<file path="config.mk">
export PLATFORM = sky130hd
export DESIGN_NAME = alu_local_ctl
export DESIGN_NICKNAME = d
export VERILOG_FILES = /design/src/rtl/alu_local_ctl.sv
export SDC_FILE = /design/constraint.sdc
export NUM_CORES = 1
export LEC_CHECK = 0
export ABC_AREA = 1
export BUFFER_PORTS_ARGS = -buffer_cell sky130_fd_sc_hd__buf_2
export CAP_MARGIN = 20
export CORE_MARGIN = 8
export CORE_UTILIZATION = 40
export DETAILED_ROUTE_END_ITERATION = 16
export PLACE_DENSITY = 0.58
export SETUP_SLACK_MARGIN = 0.2
export SLEW_MARGIN = 10
export SYNTH_ARGS = -nofsm -noshare
export SYNTH_HDL_FRONTEND = slang
export SYNTH_SLANG_ARGS = --single-unit
</file>
<file path="constraint.sdc">
create_clock -name vclk -period 8.4
set_input_delay 2.1 -clock vclk [all_inputs]
set_output_delay 2.1 -clock vclk [all_outputs]
set_load 0.005 [all_outputs]
</file>
<file path="src/rtl/alu_local_ctl.sv">
module alu_local_ctl #(
  parameter int W = 32
) (
  input  logic [1:0]   op_class,
  input  logic [5:0]   funct,
  input  logic [W-1:0] opnd_a,
  input  logic [W-1:0] opnd_b,
  output logic [3:0]   alu_sel,
  output logic [W-1:0] result,
  output logic         zero,
  output logic         bad_funct
);
  localparam logic [3:0] SEL_AND = 4'b0000;
  localparam logic [3:0] SEL_OR  = 4'b0001;
  localparam logic [3:0] SEL_ADD = 4'b0010;
  localparam logic [3:0] SEL_SUB = 4'b0110;
  localparam logic [3:0] SEL_SLT = 4'b0111;
  localparam logic [3:0] SEL_NOR = 4'b1100;

  localparam logic [5:0] FN_ADD = 6'd32;
  localparam logic [5:0] FN_SUB = 6'd34;
  localparam logic [5:0] FN_AND = 6'd36;
  localparam logic [5:0] FN_OR  = 6'd37;
  localparam logic [5:0] FN_NOR = 6'd39;
  localparam logic [5:0] FN_SLT = 6'd42;

  logic [3:0] fn_sel;
  logic       fn_bad;

  always_comb begin
    fn_bad = 1'b0;
    case (funct)
      FN_ADD:  fn_sel = SEL_ADD;
      FN_SUB:  fn_sel = SEL_SUB;
      FN_AND:  fn_sel = SEL_AND;
      FN_OR:   fn_sel = SEL_OR;
      FN_NOR:  fn_sel = SEL_NOR;
      FN_SLT:  fn_sel = SEL_SLT;
      default: begin
        fn_sel = SEL_ADD;
        fn_bad = 1'b1;
      end
    endcase
  end

  always_comb begin
    case (op_class)
      2'b00:   alu_sel = SEL_ADD;
      2'b01:   alu_sel = SEL_SUB;
      2'b10:   alu_sel = fn_sel;
      default: alu_sel = SEL_OR;
    endcase
  end

  assign bad_funct = (op_class == 2'b10) && fn_bad;

  logic [W-1:0] sum, diff;
  logic         a_lt_b;

  assign sum    = opnd_a + opnd_b;
  assign diff   = opnd_a - opnd_b;
  assign a_lt_b = $signed(opnd_a) < $signed(opnd_b);

  always_comb begin
    case (alu_sel)
      SEL_AND: result = opnd_a & opnd_b;
      SEL_OR:  result = opnd_a | opnd_b;
      SEL_SUB: result = diff;
      SEL_SLT: result = {{(W-1){1'b0}}, a_lt_b};
      SEL_NOR: result = ~(opnd_a | opnd_b);
      default: result = sum;
    endcase
  end

  assign zero = ~|result;
endmodule

</file>
Word level (Yosys, flattened, before mapping):

Index checks and enable logic that the tools add are counted.
W data, S select, Z words.

* logic and storage cells: 28
* bits in registers: 0
* input port bits: 72
* output and inout port bits: 38

* multiplexer cells: 4
* bitwise gates (word level): 3
* add/sub/neg operators: 2
* order comparisons: 1
* reductions and logical operators: 6
* eq/ne operators: 12

Operator list (count)
* $pmux W32 S5: 1
* $eq A6 B6 Y1 const B: 6
* $add A32 B32 Y32: 1
* $and A32 B32 Y32: 1
* $lt A32 B32 Y1: 1
* $not A32 Y32: 1
* $or A32 B32 Y32: 1
* $reduce_or A32 Y1: 1
* $sub A32 B32 Y32: 1
* $pmux W4 S5: 1
* $pmux W4 S3: 1
* $eq A4 B3 Y1 const B: 2
* $reduce_or A6 Y1: 1
* $eq A4 B1 Y1 const B: 1
* $eq A4 B4 Y1 const B: 1
* $logic_not A4 Y1: 1
* $eq A2 B1 Y1 const B: 1
* $eq A2 B2 Y1 const B: 1
* $logic_not A2 Y1: 1
* $logic_and A1 B1 Y1: 1
* $logic_not A1 Y1: 1
* $mux W1: 1

Logic depth before layout (Yosys ltp):

Gate-level depths: netlist of the first run.

* depth after elaboration: 7
* gate-level depth with buffers: 22
* mapped depth without buffers: 21

Worst setup path before layout of the first run:

OpenSTA, ideal clock, no wires.

* path kind: input-to-output
* start point: input port opnd_a[0]
* end point: output port zero
* buffers on the path: 0
* stages: 16
* required time: 6.300 ns
* setup slack: 2.352 ns
* data arrival time: 3.948 ns
* cells stage by stage: inv_1 > ha_1 > fa_1 > inv_1 > nand2_1 > nand3_1 > nand2_1 > nand2_1 > nor2_1 > o21ai_0 > nand4_2 > nor2_1 > nand2_1 > nor2_1 > nand2_1 > nor2_1

* elaborated cells on any way between the ends: 9
* those cells by class: add/sub: 2; order compare: 1; mux: 1; bitwise: 3; reduce/logical: 2

RTL lines
* start, declared: RTL line 6 `input logic [W-1:0] opnd_a,`
* $add A32 B32 Y32 / $sub A32 B32 Y32 (equally long branches): RTL line 60, 61
* $pmux W32 S5 *: RTL line 65 `case (alu_sel)`
* net result[8]: RTL line 9 `output logic [W-1:0] result,`
* $reduce_or A32 Y1 *: RTL line 75 `assign zero = ~|result;`
* $logic_not A1 Y1 *: RTL line 75
* end, declared: RTL line 10 `output logic zero,`

Mark *: on every way through the listed nets, which the timed path passes. The rest lies on a longest branch.

Final worst setup path of the first run:

* start point: input port opnd_a[0]
* end point: output port zero

* cells in the longest elaborated chain, start to end: 5
* elaborated cells on any way between the ends: 9
* those cells by class: add/sub: 2; order compare: 1; mux: 1; bitwise: 3; reduce/logical: 2

RTL lines (RTL line)
* parallel branches: the longest is 2 deep, another holds $add A32 B32 Y32
* $pmux W32 S5 *: 65
* $reduce_or A32 Y1 *: 75
* $logic_not A1 Y1 *: 75

Every way passes the cells marked *.

==> qor_table.md, run 1 <==
| Parameter | This run |
|:---|:---|
| Outcome | finished clean |
| Synth warnings | 0 |
| Number of hold-slack violations in the final timing report | 0 |
| Synthesized instance count | 1461 |
| Crit-path max FO | 4 |
| Count of different cell masters after synthesis | 41 |
| Top cell family by delay on the critical path | simple AND/OR/NAND/NOR gates |
| Share of the yosys chip area belonging to registers | 0% |
| Most common library cell in the layout ignoring fill and taps | sky130_fd_sc_hd__nand2_1 |
| Crit-path max cell delay | 0.42 ns |
| Required arrival time at the worst endpoint | 6.30 ns |
| Largest net degree at the start of global routing | 29 |
| Count of buffers added by post-CTS timing repair for setup | 0 |
| Layout Nets | 1708 |
| Ordered list of cells on the worst path | buf_2 -> inv_1 -> ha_1 -> fa_1 -> inv_1 -> nand2_1 -> nand3_1 -> nand2_1 -> nand2_1 -> nand2_1 -> nand2_1 -> nand2_1 -> nand2_1 -> nand2_1 -> nand3_1 -> nand2_1 -> nand2_1 -> nand3_1 -> nor2_1 -> nand2_1 -> nor2_1 -> buf_2 |
| Total detailed-routing wirelength | 32000 microns |
| Fin cells | 1766 |
| First-pass GRT wire length | 48100 microns |
| Gr usage total | 27.7% |
| Routability cong. | 1.03 |
| Slew at the pin with the worst max-slew slack | 1.01 ns |
| Total die area | 22600 sq um |
| Max-cap check violation count | 0 |
| Cell at the slowest stage of the critical path | sky130_fd_sc_hd__fa_1 |
| Worst hold margin | 4.58 ns |
| Post-route clock period utilization | 86.6% |
| Antenna violations before repair | 0 |
| Fill cell total of the finished layout | 2183 |
| Start-to-end type of the worst setup path | primary input to output pin |
| Per-cell routed wire length | 18.1 microns |
| Antenna-violating nets left | 0 |
| Sequential standard cell area | 0 sq um |
| Synthesized Nets | 1631 |
| Final number of setup-violating endpoints | 0 |
| Area of the multi-input gates | 5770 sq um |
| Top cell by count, worst path | sky130_fd_sc_hd__nand2_1 |
| Buffers and inverters on the worst path | 4 |
| Share of layout cells above drive strength 1 | 9.70% |
| Minimum clock period after layout | 7.27 ns |
| Unrepaired setup endpoints after global routing | no |
| Total instance count after detailed placement | 1765 |
| Sum of negative setup slack | 0 ns |
| Port buffer count | 110 |
| Relative slew slack | 32.3% |
| Number of vias after detailed routing | 9096 |
| Mean area per synthesized cell | 4.94 sq um |
| FF+latch count | 0 |
| Count of routing violations after the opening detailed-route iteration | 785 |
| Worst min-delay path class | primary input to output pin |
| Remaining DRCs | 0 |
| Clock tree buffer count of the final layout | 0 |
| Synth-to-Final Area Change | 7.95% |
| Number of pins with negative max-slew slack in the final report | 0 |
| I/O pin total | 110 |
| Core Footprint | 17800 sq um |
| Crit path DAT | 5.17 ns |
| Netlist Area Pre-Place | 7220 sq um |
| Launching element type of the critical path | primary input |
| CTS hold repair buffers | 0 |
| Initial cell density of the core | 40.5% |
| Die boundary width | 150 microns |
| Total iterations of the first detailed-routing run | 6 |
| Via count of the first global-routing pass | 8544 |
| Hpwl dp | 27900 microns |
| Post-DR vias/cell | 5.15 |
| Row Count | 49 |
| PostCTS Resize Cnt | 0 |
| Most frequent cells in the layout | sky130_fd_sc_hd__nand2_1, sky130_fd_sc_hd__inv_1, sky130_fd_sc_hd__nor2_1 |
| Type of destination of the critical path | output pin |
| Total gr overflow | 0 |
| Die span in y | 150 microns |
| Highest achievable clock rate | 138 MHz |
-- cell families after synthesis --
family                   share of synthesized area [%]
AND/OR/NAND/NOR                                   50.6
buffers and inverters                             20.1
AO/OA/AOI/OAI                                     10.7
adder cells (fa/ha/maj)                           17.2
XOR/XNOR                                          1.46
-- synth_stat cells (all sizes together) (5+ instances only) --
cell type,number,area (sq um)
and2,5,31.3
ha,96,1200
buf,34,265
xor2,11,96.3
o21ai,57,285
o22ai,5,31.3
nor2,181,738
nor3,18,95.1
nand3,117,618
nand2,496,1900
nand4,34,225
inv,312,1180
o21bai,10,75.1
a21oi,69,349
-- worst min-delay path, delay by kind of cell --
family / cells / cell delay, ns
buf+inv: 2 / 0.27
simple gates: 1 / 0.11
-- path summary, 6_finish.rpt --
check,startpoint,endpoint,slack [ns],cells past startpoint
hold / removal,op_class[1],alu_sel[1],4.58,3
setup / recovery,opnd_a[0],zero,1.13,22
-- area by class of cell --
| cell class | instances | share of cell area, % |
|---|---|---|
| Inverter | 312 | 15.1 |
| Multi-Input combinational cell | 1113 | 74.0 |
| Antenna cell | 1 | 0.0321 |
| Timing Repair Buffer | 111 | 7.16 |
| Tap cell | 229 | 3.68 |
-- routing by layer --
metal | routed length [microns] | vias up | global-route usage, %
met5 | 0 | - | 0
met4 | 888 | 0 | 6.55
met3 | 2860 | 46 | 5.23
met2 | 13900 | 335 | 44.9
met1 | 14300 | 4102 | 37.1
li1 | - | 4613 | -
-- through the flow --
stage / area, sq um / util, % / worst slack, ns
after CTS: 7790 / 43.7 / 1.23
after detailed placement: 7790 / 43.7 / 1.24
after global routing: 7790 / 43.7 / 0.880
after floorplan: 7220 / - / 2.35
after global placement: 7790 / 43.7 / 1.23
final: 7790 / 43.7 / 1.13
==> inputs of run 2 (changes only) <==
- ABC_AREA: 1 -> 0
- PLACE_DENSITY: 0.58 -> 0.59
==> run 2 against run 1 <==
Effect of this change:
- synthesized cell count is 36% lower
- first-iteration DRC count is 9.7% higher
- via count is 16% lower
- maximum frequency is 9.8% lower
- final cell count is 31% lower
- area after synthesis is 16% lower
- wire length is 25% lower
- critical path depth is 7 lower
- non-clock buffer count is 43 higher
==> qor_table.md, run 2 <==
| Parameter | This run |
|:---|:---|
| Largest net degree at the start of global routing | 27 |
| Clock network fraction of design power | 0% |
| I/O pin total | 110 |
| Cell type contributing the most total cell area after synthesis | sky130_fd_sc_hd__ha_1 |
| Pwr Density | 73.2 nW/um^2 |
| Routability cong. | 0.969 |
| Synth-to-Final Area Change | 17.0% |
| Crit-path max FO | 2 |
| Core Footprint | 15000 sq um |
| Required arrival time at the worst endpoint | 6.30 ns |
| Outcome | finished clean |
| Type of destination of the critical path | output pin |
| Launching element type of the critical path | primary input |
| Most frequently used cell type in the post-synthesis netlist | sky130_fd_sc_hd__inv_1 |
| FF+latch count | 0 |
| Synthesized instance count | 930 |
| # diodes | 0 |
| Proportion of power drawn by combinational gates | 100.0% |
| Fin cells | 1216 |
| First-pass GRT wire length | 38100 microns |
| Share of layout cells above drive strength 1 | 20.5% |
| Most frequent cells in the layout | sky130_fd_sc_hd__buf_2, sky130_fd_sc_hd__inv_1, sky130_fd_sc_hd__ha_1 |
| Unrepaired setup endpoints after global routing | no |
| Number of vias after detailed routing | 7617 |
| Start-to-end type of the worst setup path | primary input to output pin |
| Die span in y | 139 microns |
| Hpwl dp | 19100 microns |
| Total gr overflow | 0 |
| Number of pins with negative max-slew slack in the final report | 0 |
| Worst voltage drop across the vdd grid | 0.0000305 V |
| M2 GR Usage | 37.1% |
| Buffers and inverters on the worst path | 2 |
| Antenna violations before repair | 0 |
| Fill cell total of the finished layout | 1592 |
| Worst min-delay path class | primary input to output pin |
| Layout Nets | 1200 |
| Total iterations of the first detailed-routing run | 6 |
| Crit-path max cell delay | 0.54 ns |
| Top cell family by delay on the critical path | simple AND/OR/NAND/NOR gates |
| Relative slew slack | 12.2% |
| Die boundary width | 139 microns |
| Total die area | 19400 sq um |
| Row Count | 45 |
| Total instance count after detailed placement | 1208 |
| Highest achievable clock rate | 124 MHz |
| Top cells by instance count after synthesis | sky130_fd_sc_hd__inv_1, sky130_fd_sc_hd__ha_1, sky130_fd_sc_hd__a21oi_1 |
| Initial cell density of the core | 40.4% |
| Antenna-violating nets left | 0 |
| Synthesized Nets | 1100 |
| Ordered list of cells on the worst path | buf_2 -> ha_4 -> fa_2 -> a211oi_2 -> o211a_1 -> o31a_4 -> nor3_1 -> or4_4 -> a221o_1 -> a221o_1 -> or4_4 -> nor4_4 -> nand3_2 -> nor4_4 -> buf_2 |
| Count of routing violations after the opening detailed-route iteration | 861 |
| Met3 capacity usage during global routing | 2.58% |
| Met1 usage in global routing | 32.3% |
| Leakage | 3.43 nW |
| Remaining DRCs | 0 |
| Slew at the pin with the worst max-slew slack | 1.30 ns |
| Port buffer count | 110 |
| Switching share of power | 60.1% |
| Synth warnings | 0 |
| Number of hold-slack violations in the final timing report | 0 |
| Via count of the first global-routing pass | 7086 |
| Max-cap check violation count | 0 |
| Total detailed-routing wirelength | 24000 microns |
| Internal power of the cells | 0.000207 W |
| Fraction of power consumed by sequential logic | 0% |
| Clock tree buffer count of the final layout | 0 |
| Crit path DAT | 5.97 ns |
| Most congested layer reported by global routing | met2 |
| Most common library cell in the layout ignoring fill and taps | sky130_fd_sc_hd__buf_2 |
| Sum of negative setup slack | 0 ns |
| Mean area per synthesized cell | 6.52 sq um |
| Per-cell routed wire length | 19.7 microns |
| Gr usage total | 23.3% |
| Share of the yosys chip area belonging to registers | 0% |
| Cell at the slowest stage of the critical path | sky130_fd_sc_hd__or4_4 |
| Top cells by area in the synthesized netlist | sky130_fd_sc_hd__ha_1, sky130_fd_sc_hd__a21oi_1, sky130_fd_sc_hd__inv_1, sky130_fd_sc_hd__nor2_1, sky130_fd_sc_hd__nand2_1 |
| Area share of the largest cell type after synthesis | 19.8% |
| Final number of setup-violating endpoints | 0 |
| Net switching power | 0.000312 W |
| Minimum clock period after layout | 8.07 ns |
| Post-route clock period utilization | 96.0% |
| Netlist Area Pre-Place | 6070 sq um |
| Post-DR vias/cell | 6.26 |
| Sequential standard cell area | 0 sq um |
| Count of different cell masters after synthesis | 89 |
[run 2: cell types whose count changed in the layout (fill, tap and decap cells not counted), sizes merged, moves of 15 or more]
cell    change
a211oi     +26
a21o       +21
a21oi      +17
a221o      +15
buf        +43
inv       -209
nand2     -436
nand2b     +16
nand3      -91
nand4      -28
nor2       -96
nor3       +20
[run 2: stage by stage]
step	hold slack, ns	area, sq um	setup slack (ns)	power (W)	util [%]
global route	4.64	7100	0.229	0.000564	47.2
detailed placement	4.58	6880	0.0299	0.000486	45.7
CTS	4.58	6930	0.202	0.000493	46.1
finish	4.59	7100	0.335	0.000519	47.2
floorplan	4.33	6070	0.738	0.000321	-
global placement	4.57	6880	0.117	0.000485	45.7
[run 2: worst paths after layout]
check	startpoint	cells after the start	end
worst min-delay path	op_class[1]	3	alu_sel[1]
worst max-delay path	opnd_a[0]	15	zero
[run 2: power by group through the flow]
stage	clock, W	sequential [W]	combinational (W)
finish	0	0	0.000519
detailed placement	0	0	0.000486
global placement	0	0	0.000485
global route	0	0	0.000564
CTS	0	0	0.000493
floorplan	0	0	0.000321
[run 2: cell type report]
cell class | count | area, sq um | area share (%)
inverters | 103 | 387 | 5.45
multi-input cells | 771 | 5590 | 78.7
repair buffers | 154 | 887 | 12.5
well taps | 188 | 235 | 3.31
[run 2: timing repair]
item	4_1_cts	5_1_grt
hold buffers	0	0
pin swaps	6	15
endpoints found under the setup margin	1	1
resized for setup	11	20
setup buffers	1	7
[run 2: metal layers]
layer  vias to the layer above  part of all wire (%)
met5                         -                     0
met4                         0                   3.1
met3                        46                   9.5
met2                       436                    43
met1                      3499                    44
li1                       3636                     -
[run 2: logic make-up after synthesis]
family | Yosys count | share of synthesized area (%)
adder cells (fa/ha/maj) | 98 | 20.5
AND/OR/NAND/NOR | 320 | 26.8
multiplexers | 8 | 1.32
AO/OA/AOI/OAI | 342 | 40.3
XOR/XNOR | 3 | 0.433
buffers and inverters | 159 | 10.7
(Power assumes the default switching activity.)
==> inputs of run 3 (changes only) <==
- CORE_UTILIZATION: 40 -> 25
- PLACE_DENSITY: 0.59 -> 0.4
==> run 3 against run 2 <==
Effect of this change:
- utilization fell by 16 points
- largest cell class unchanged
- wire length up 15%
- die area grew 52%
- non-clock buffer count increased by 8
==> qor_table.md, run 3 (synthesis gave the netlist of run 2 again) <==
| Parameter | This run |
|:---|:---|
| Largest net degree at the start of global routing | 23 |
| Worst voltage drop across the vdd grid | 0.0000239 V |
| Share of layout cells above drive strength 1 | 22.5% |
| Ordered list of cells on the worst path | buf_8 -> ha_4 -> fa_2 -> a211oi_2 -> o211a_1 -> o31a_4 -> nor3_2 -> or4_4 -> a221o_1 -> a221o_1 -> or4_4 -> nor4_4 -> buf_4 -> nand3_4 -> nor4_2 -> buf_2 |
| Row Count | 57 |
| Initial cell density of the core | 25.2% |
| Synth-to-Final Area Change | 22.2% |
| Total iterations of the first detailed-routing run | 5 |
| Gr usage total | 17.7% |
| Leakage | 3.47 nW |
| Slew at the pin with the worst max-slew slack | 1.02 ns |
| Worst min-delay path class | primary input to output pin |
| Per-cell routed wire length | 20.2 microns |
| Via count of the first global-routing pass | 7074 |
| Layout Nets | 1208 |
| FF+latch count | 0 |
| Number of pins with negative max-slew slack in the final report | 0 |
| Pwr Density | 73.0 nW/um^2 |
| I/O pin total | 110 |
| Number of hold-slack violations in the final timing report | 0 |
| # diodes | 0 |
| DR WL met2 | 12400 microns |
| Net switching power | 0.000327 W |
| Clock tree buffer count of the final layout | 0 |
| Cell at the slowest stage of the critical path | sky130_fd_sc_hd__or4_4 |
| Crit-path max cell delay | 0.55 ns |
| Unrepaired setup endpoints after global routing | yes |
| Hpwl dp | 22300 microns |
| Port buffer count | 110 |
| Die boundary width | 172 microns |
| Total die area | 29500 sq um |
| Post-route cell area | 7410 sq um |
| First-pass GRT wire length | 41500 microns |
| Proportion of power drawn by combinational gates | 100.0% |
| Switching share of power | 60.5% |
| Fin cells | 1360 |
| Sequential standard cell area | 0 sq um |
| Most common library cell in the layout ignoring fill and taps | sky130_fd_sc_hd__buf_2 |
| Post-DR vias/cell | 5.49 |
| Count of routing violations after the opening detailed-route iteration | 539 |
| Total detailed-routing wirelength | 27500 microns |
| Required arrival time at the worst endpoint | 6.30 ns |
| Top Metal Used | met4 |
| Crit path DAT | 6.03 ns |
| Cell Area, Placed | 7110 sq um |
| Fraction of power consumed by sequential logic | 0% |
| Internal power of the cells | 0.000214 W |
| Die span in y | 172 microns |
| Relative slew slack | 31.2% |
| Crit-path max FO | 3 |
| Number of vias after detailed routing | 7463 |
| Start-to-end type of the worst setup path | primary input to output pin |
| Minimum clock period after layout | 8.13 ns |
| Worst hold margin | 4.57 ns |
| Final number of setup-violating endpoints | 0 |
| Outcome | finished clean |
| Setup Slack @ Placement | -0.244 ns |
| Highest achievable clock rate | 123 MHz |
| Met1 routed wirelength after detailed routing | 12700 microns |
| Type of destination of the critical path | output pin |
| Total instance count after detailed placement | 1352 |
| Remaining DRCs | 0 |
| Launching element type of the critical path | primary input |
| Antenna-violating nets left | 0 |
| Clock network fraction of design power | 0% |
| Post-route clock period utilization | 96.8% |
| Max-cap check violation count | 0 |
| Most frequent cells in the layout | sky130_fd_sc_hd__buf_2, sky130_fd_sc_hd__inv_1, sky130_fd_sc_hd__ha_1 |
| CTS hold repair buffers | 0 |
| Routability cong. | 0.904 |
| Met3 layer wire length in the routed design | 1950 microns |
| Core Footprint | 24100 sq um |
| Total gr overflow | 0 |
| Antenna violations before repair | 0 |
| Setup ws final | 0.273 ns |
## run 3: power groups by stage
stage	combinational, W	sequential (W)	clock, W
final	0.000541	0	0
after global placement	0.000511	0	0
after CTS	0.000524	0	0
after detailed placement	0.000508	0	0
after floorplan	0.000321	0	0
after global routing	0.000590	0	0
## run 3: final timing paths
path,from,to,slack (ns),depth (start not counted)
max,opnd_b[0],zero,0.27,16
min,op_class[0],alu_sel[1],4.57,3
## run 3: cell type report
| cell class | instances | area [sq um] |
|---|---|---|
| repair buffers | 162 | 957 |
| multi-input cells | 771 | 5670 |
| inverters | 103 | 387 |
| fillers | 2781 | 16700 |
| well taps | 324 | 405 |
## run 3: per-stage QoR
step | setup TNS [ns] | util [%] | total power [W]
global placement | -0.320 | 29.5 | 0.000511
finish | 0 | 30.8 | 0.000541
detailed placement | -0.244 | 29.5 | 0.000508
global route | 0 | 30.8 | 0.000590
floorplan | 0 | - | 0.000321
CTS | 0 | 30.1 | 0.000524
## run 3: metal layers
layer  track usage [%]  vias up
met5                 0        -
met4              2.47        0
met3              1.65       26
met2              29.5      286
met1              24.8     3499
li1                  -     3652
## run 3: critical path, delay by kind of cell
family	cells	cell delay, ns
and+or+nand+nor	6	1.64
AOI/OAI and AO/OA	5	1.33
adders and majority gates	2	0.52
buffers and inverters	3	0.43
## run 3: what timing repair did
item | 4_1_cts | 5_1_grt
pin swaps | 8 | 15
setup endpoints to repair | 1 | 1
buffers inserted | 2 | 6
resized for setup | 26 | 24
